### src/rtl/pc_pkg.sv
package pc_pkg;

  typedef enum logic [1:0] {
    OP_SEQ  = 2'd0,
    OP_LONG = 2'd1,
    OP_ABS  = 2'd2,
    OP_REL  = 2'd3
  } opClass_e;

  typedef struct packed {
    logic clear;
    logic stepOne;
    logic stepTwo;
    logic loadAbs;
    logic addRel;
  } pcStrobe_t;

endpackage

### src/rtl/pc_ctrl.sv
module pc_ctrl
  import pc_pkg::*;
(
  input  logic       rst,
  input  logic       advance,
  input  logic [1:0] opClass,
  output pcStrobe_t  strobe
);

  opClass_e op;

  assign op = opClass_e'(opClass);

  always_comb begin
    strobe = '0;
    if (rst) begin
      strobe.clear = 1'b1;
    end else if (advance) begin
      unique case (op)
        OP_SEQ:  strobe.stepOne = 1'b1;
        OP_LONG: strobe.stepTwo = 1'b1;
        OP_ABS:  strobe.loadAbs = 1'b1;
        OP_REL:  strobe.addRel  = 1'b1;
        default: strobe.stepOne = 1'b1;
      endcase
    end
  end

endmodule

### src/rtl/pc_datapath.sv
module pc_datapath
  import pc_pkg::*;
#(
  parameter int PC_W  = 21,
  parameter int OFF_W = 11
) (
  input  logic              clk,
  input  pcStrobe_t         strobe,
  input  logic [PC_W-2:0]   absWordAddr,
  input  logic [OFF_W-1:0]  relOffset,
  output logic [PC_W-1:0]   fetchAddr
);

  localparam int WADDR_W = PC_W - 1;
  localparam int EXT_W   = WADDR_W - OFF_W;

  logic [WADDR_W-1:0] pcWord;
  logic [WADDR_W-1:0] pcWordNext;
  logic [WADDR_W-1:0] seqWord;
  logic [WADDR_W-1:0] offWord;

  assign seqWord = pcWord + WADDR_W'(1);
  assign offWord = {{EXT_W{relOffset[OFF_W-1]}}, relOffset};

  always_comb begin
    pcWordNext = pcWord;
    if (strobe.stepOne) pcWordNext = seqWord;
    if (strobe.stepTwo) pcWordNext = pcWord + WADDR_W'(2);
    if (strobe.loadAbs) pcWordNext = absWordAddr;
    if (strobe.addRel)  pcWordNext = seqWord + offWord;
  end

  always_ff @(posedge clk) begin
    if (strobe.clear) pcWord <= '0;
    else              pcWord <= pcWordNext;
  end

  assign fetchAddr = {pcWord, 1'b0};

endmodule

### src/rtl/word_join.sv
module word_join #(
  parameter int BYTE_W = 8,
  parameter int LANES  = 2
) (
  input  logic [LANES*BYTE_W-1:0] laneBus,
  output logic [LANES*BYTE_W-1:0] word
);

  for (genvar lane = 0; lane < LANES; lane++) begin : g_lane
    assign word[lane*BYTE_W +: BYTE_W] = laneBus[lane*BYTE_W +: BYTE_W];
  end

endmodule

### src/rtl/prog_counter.sv
module prog_counter
  import pc_pkg::*;
#(
  parameter int PC_W   = 21,
  parameter int OFF_W  = 11,
  parameter int BYTE_W = 8
) (
  input  logic                clk,
  input  logic                rst,
  input  logic                advance,
  input  logic [1:0]          opClass,
  input  logic [PC_W-2:0]     absWordAddr,
  input  logic [OFF_W-1:0]    relOffset,
  input  logic [BYTE_W-1:0]   evenByte,
  input  logic [BYTE_W-1:0]   oddByte,
  output logic [PC_W-1:0]     fetchAddr,
  output logic [2*BYTE_W-1:0] instrWord
);

  localparam int LANES = 2;

  pcStrobe_t strobe;

  pc_ctrl u_ctrl (
    .rst     (rst),
    .advance (advance),
    .opClass (opClass),
    .strobe  (strobe)
  );

  pc_datapath #(
    .PC_W  (PC_W),
    .OFF_W (OFF_W)
  ) u_dp (
    .clk         (clk),
    .strobe      (strobe),
    .absWordAddr (absWordAddr),
    .relOffset   (relOffset),
    .fetchAddr   (fetchAddr)
  );

  word_join #(
    .BYTE_W (BYTE_W),
    .LANES  (LANES)
  ) u_join (
    .laneBus ({oddByte, evenByte}),
    .word    (instrWord)
  );

endmodule

### config.mk
export PLATFORM = sky130hd
export DESIGN_NAME = prog_counter
export DESIGN_NICKNAME = d
export VERILOG_FILES = /design/src/rtl/pc_pkg.sv /design/src/rtl/pc_ctrl.sv /design/src/rtl/pc_datapath.sv /design/src/rtl/word_join.sv /design/src/rtl/prog_counter.sv
export SDC_FILE = /design/constraint.sdc
export NUM_CORES = 1
export LEC_CHECK = 0
export BUFFER_PORTS_ARGS = -buffer_cell sky130_fd_sc_hd__buf_4
export CAP_MARGIN = 20
export CORE_MARGIN = 8
export CORE_UTILIZATION = 25
export DETAILED_ROUTE_END_ITERATION = 10
export SYNTH_ARGS = -nofsm -noshare
export SYNTH_HDL_FRONTEND = slang
export SYNTH_SLANG_ARGS = --single-unit
### constraint.sdc
create_clock -name clk -period 3.7 [get_ports clk]
set_input_delay 0.37 -clock clk [delete_from_list [all_inputs] [get_ports clk]]
set_output_delay 0.37 -clock clk [all_outputs]
set_load 0.02 [all_outputs]
======== Word-level counts from Yosys, hierarchy flattened ========
Index checks and enable logic that the tools add are counted.
storage, ports and cells
  bits in registers ....................... 20
  latch bits .............................. 0
  RAM bits ................................ 0
  bits in read-only memories .............. 0
  memories kept ........................... 0
cells by class
  add/subtract/negate cells ............... 3
  $mul .................................... 0
  divide/modulo/power cells ............... 0
  $lt $le $gt $ge ......................... 0
  equality and inequality tests ........... 3
  shift-type cells ........................ 0
  multiplexer cells ....................... 11
  bitwise logic cells ..................... 0
  reduce and logical (&&, ||, !) cells .... 2
operators by type and width
  operator                                        number
  2-to-1 mux 20 bit                               4
  adder 20 x 1 -> 20 bit (second input constant)  1
  adder 20 x 2 -> 20 bit (second input constant)  1
  adder 20 bit                                    1
  2-to-1 mux 4 bit                                2
  2-to-1 mux 1 bit                                5
  == test 2 bit (second input constant)           2
  nonzero test 4 bit                              1
  == test 2 x 1 -> 1 bit (second input constant)  1
  zero test 2 bit                                 1

======== Longest topological paths before layout ========
  depth after elaboration ................. 8
  gate-level depth with buffers ........... 15

======== Modules after synthesis ========
A second synthesis with hierarchy kept.
unflattened totals
  cells, all modules ...................... 386
  area total of the unflattened synthesis .. 3021.6 µm²
by module, submodules not included
  module       times used  cells an instance  area an instance (µm²)  seq. area each (µm²)
  pc_datapath  1           365                2844.0                  400.4
  word_join    1           16                 120.1                   0.0
  pc_ctrl      1           5                  57.6                    0.0

======== Least setup slack after synthesis ========
OpenSTA, ideal clock, no wires.
  path kind ............................... reg2reg
  start ................................... register u_dp.pcWord[1]
  end ..................................... register u_dp.pcWord[18]
  arrival ................................. 2966 ps
  setup slack ............................. 610 ps
  cell stages (with the launch flop) ...... 13
  path buffers ............................ 0
  period minus slack after synthesis ...... 3090 ps
  cell sequence ........................... dfxtp_1 -> ha_1 -> nand3_1 -> xnor2_1 -> ha_1 -> a21o_1 -> a311oi_1 -> nor2_1 -> a32o_1 -> a211o_1 -> o31ai_1 -> xor2_1 -> o21ai_0
on the way
  word-level cells in the longest chain between the ends .. 5
  elaborated cells on any way between the ends .. 7
RTL lines
  item                                                                            RTL line           source
  start, declared                                                                 pc_datapath.sv:17  logic [WADDR_W-1:0] pcWord;
  start signal, assigned                                                          pc_datapath.sv:35  else pcWord <= pcWordNext;
  parallel branches: the longest is 4 deep, another holds adder 20 x 1 -> 20 bit  -
  2-to-1 mux 20 bit (*)                                                           pc_datapath.sv:30  if (strobe.addRel) pcWordNext = seqWord + offWord;
Mark *: on every way between the ends. The select of a mux whose other input is x is not followed.
A chain may end at the register's enable or synchronous reset.

======== Final worst setup path ========
  start ................................... register u_dp.pcWord[7]
  end ..................................... register u_dp.pcWord[19]
Same word-level chain as after synthesis.

==> flow_summary.ini <==
[power]
power_frac_comb = 0.435
irDropWorstVdd_v = 0.000137
power.leakage_nw = 1.42
seqPwrFrac = 0.284
p_switching_mw = 0.362
power_frac_clock = 0.281
p_sw_frac = 0.386
cell_internal_pwr_mw = 0.576
p_per_area_nw_per_um2 = 276

[finish]
antenna_cells = 0
largest_reg_flops = 20
final_cell_mix = 62 x buf_4, 49 x nor2_1, 37 x nand2_1
nets = 515
drive_above_1_share = 0.179
top_register = u_dp.pcWord
top_regs = u_dp.pcWord x20
finish.utilization = 0.299
fillers = 1245
final_common_cell = buf_4
syn2layout_area_growth_pct = 17.1

[sta]
maxSlewViolCount = 0
period_share = 0.889
hold_viol_final = 0
rsz0062_at_grt = false
slew_headroom = 0.410
period_needed_ns = 3.29
fin_tns_setup_ns = 0
clock_skew_ns = 0.00377
worst_slew_pin_slew_ns = 0.884
fmax_mhz = 304
finalSetupViolCount = 0

[detailed_routing]
drt-pass1-iter-count = 4
post-route-drc-count = 0
drt-met1-wl_um = 4210
vias_per_cell = 5.31
wirelength_um = 10100
wire_per_inst_um = 17.4
drtIter0Drc = 247
wl_met3_um = 902
ant_nets = 0
highest_layer = met4
vias = 3076
dr_wl_met2_um = 4650

[clocking]
cts.path.max_buffers = 2
cts_setup_buffers = 0
ctsHoldBuffers = 0
cts_resized = 0
h-tree-depth = 1
insertion_delay_ns = 0.26
cts_root_buf = clkbuf_16
path_clk_slew_ns = 0.07
clkSinkCount = 20
cts_buffers = 3
tritoncts = yes

[setup_path]
end_kind = flip-flop
critical_path.max_fanout = 8
crit_slowest_cell = dfxtp_1
worstPathCellList = and4_1 -> nand4_1 -> nor3_1 -> nand2_1 -> xnor2_1 -> ha_1 -> a21oi_1 -> o21ai_0 -> and2_1 -> o21ai_0 -> a21oi_1 -> or3b_1
required_ns = 3.85
max_stage_delay_ns = 0.52
critPathTopFamily = simple AND/OR/NAND/NOR gates
criticalPathCategory = reg -> reg
startpoint_type = flip-flop
arrival_ns = 3.43
cp_num_buf_inv = 0

[synth]
synthCells = 409
ys_types = 61
async_flop_share = 0
ys.flop_type = dfxtp_1
ys_seq_area_frac = 0.138
synthesis.nets = 487
synth_area_leaders = dfxtp_1 14%, ha_1 11%, xnor2_1 7.3%
synth_top_cell_by_area = dfxtp_1
synth-seq-cells = 20
yosys_warnings = 0
synth_top_area_frac = 0.138
synth_area_per_cell_um2 = 7.09
synth_area_um2 = 2900
synth_edf_count = 0

[outcome]
run_status = complete, no violations

[global_route]
grt_pass1_wl_um = 15800
grt_pass1_vias = 3021
grt_usage = 0.130
grt_overflow_total = 0
grt_max_degree = 43
antenna_found_initial = 0

[die]
core.rowCount = 39
die_w_um = 124
start_util = 0.255
core_area_um2 = 11400
die_area_um2 = 15300
ios = 89
chipHeight_um = 124

[placement]
io_buffers = 55
gp_congestion = 0.941
hpwl_um = 7990

[run]
drv_cap = 0

[min_path]
hold_class = in -> reg
==> worst min-delay path, cell delays in order <==
cell     delay, ns
buf_4         0.09
a21oi_1       0.05
a31oi_1       0.14
==> power by group through the flow <==
stage / combinational, mW / sequential [mW] / clock, mW
floorplan: 0.287 / 0.279 / 0
global placement: 0.399 / 0.270 / 0
detailed placement: 0.404 / 0.271 / 0
CTS: 0.406 / 0.267 / 0.268
global route: 0.450 / 0.271 / 0.270
finish: 0.408 / 0.267 / 0.263
==> worst paths after layout <==
path | startpoint | endpoint | slack [ns] | depth (start not counted)
max | u_dp.pcWord[7] | u_dp.pcWord[19] | 0.41 | 12
min reg2reg | u_dp.pcWord[1] | u_dp.pcWord[1] | 0.54 | 2
max reg2reg | u_dp.pcWord[7] | u_dp.pcWord[19] | 0.41 | 12
min | absWordAddr[12] | u_dp.pcWord[12] | 0.43 | 3
==> layout make-up <==
class | instances | area, um2 | share of cell area
clock buffer | 4 | 88.8 | 0.0262
timing repair buffer | 62 | 465 | 0.137
inverter | 10 | 37.5 | 0.0111
tap | 143 | 179 | 0.0527
sequential | 20 | 400 | 0.118
multi-input combinational | 340 | 2220 | 0.655
==> synthesized netlist by cell type, drive strengths merged (7+ instances only) <==
master	number
inv	9
o21ai	29
dfxtp	20
buf	21
ha	25
nor3	10
xnor2	24
a21oi	34
a21o	7
clkbuf	18
nand4	7
a31oi	7
nand2	37
nand3	12
nor2	50
xor2	18
==> stage by stage <==
stage          power [mW]  std cells  hold WS, ns  cell area [um2]  worst slack, ns
4_1_cts             0.941        579        0.434             3400            0.444
6_report            0.938        579        0.428             3400            0.411
5_1_grt             0.991        579        0.436             3400            0.166
3_3_place_gp        0.669        575        0.517             3310            0.467
3_5_place_dp        0.676        575        0.533             3310            0.473
2_1_floorplan       0.566        409        0.550             2900            0.610
==> cells by family after synthesis <==
| kind of cell | count (synthesis) | synth area share |
|---|---|---|
| mux | 6 | 0.0220 |
| compound gates | 118 | 0.256 |
| flops | 20 | 0.138 |
| buf+inv | 49 | 0.0945 |
| other cells | 1 | 0.00129 |
| simple gates | 147 | 0.246 |
| xor+xnor | 42 | 0.127 |
| fa+ha+maj | 26 | 0.115 |
==> metal layers <==
metal | global-route usage | vias up
li1 | - | 1502
met3 | 0.0245 | 20
met2 | 0.213 | 116
met5 | 0 | -
met1 | 0.162 | 1438
met4 | 0.0594 | 0
Note: power is estimated with default switching activity, not from simulation.
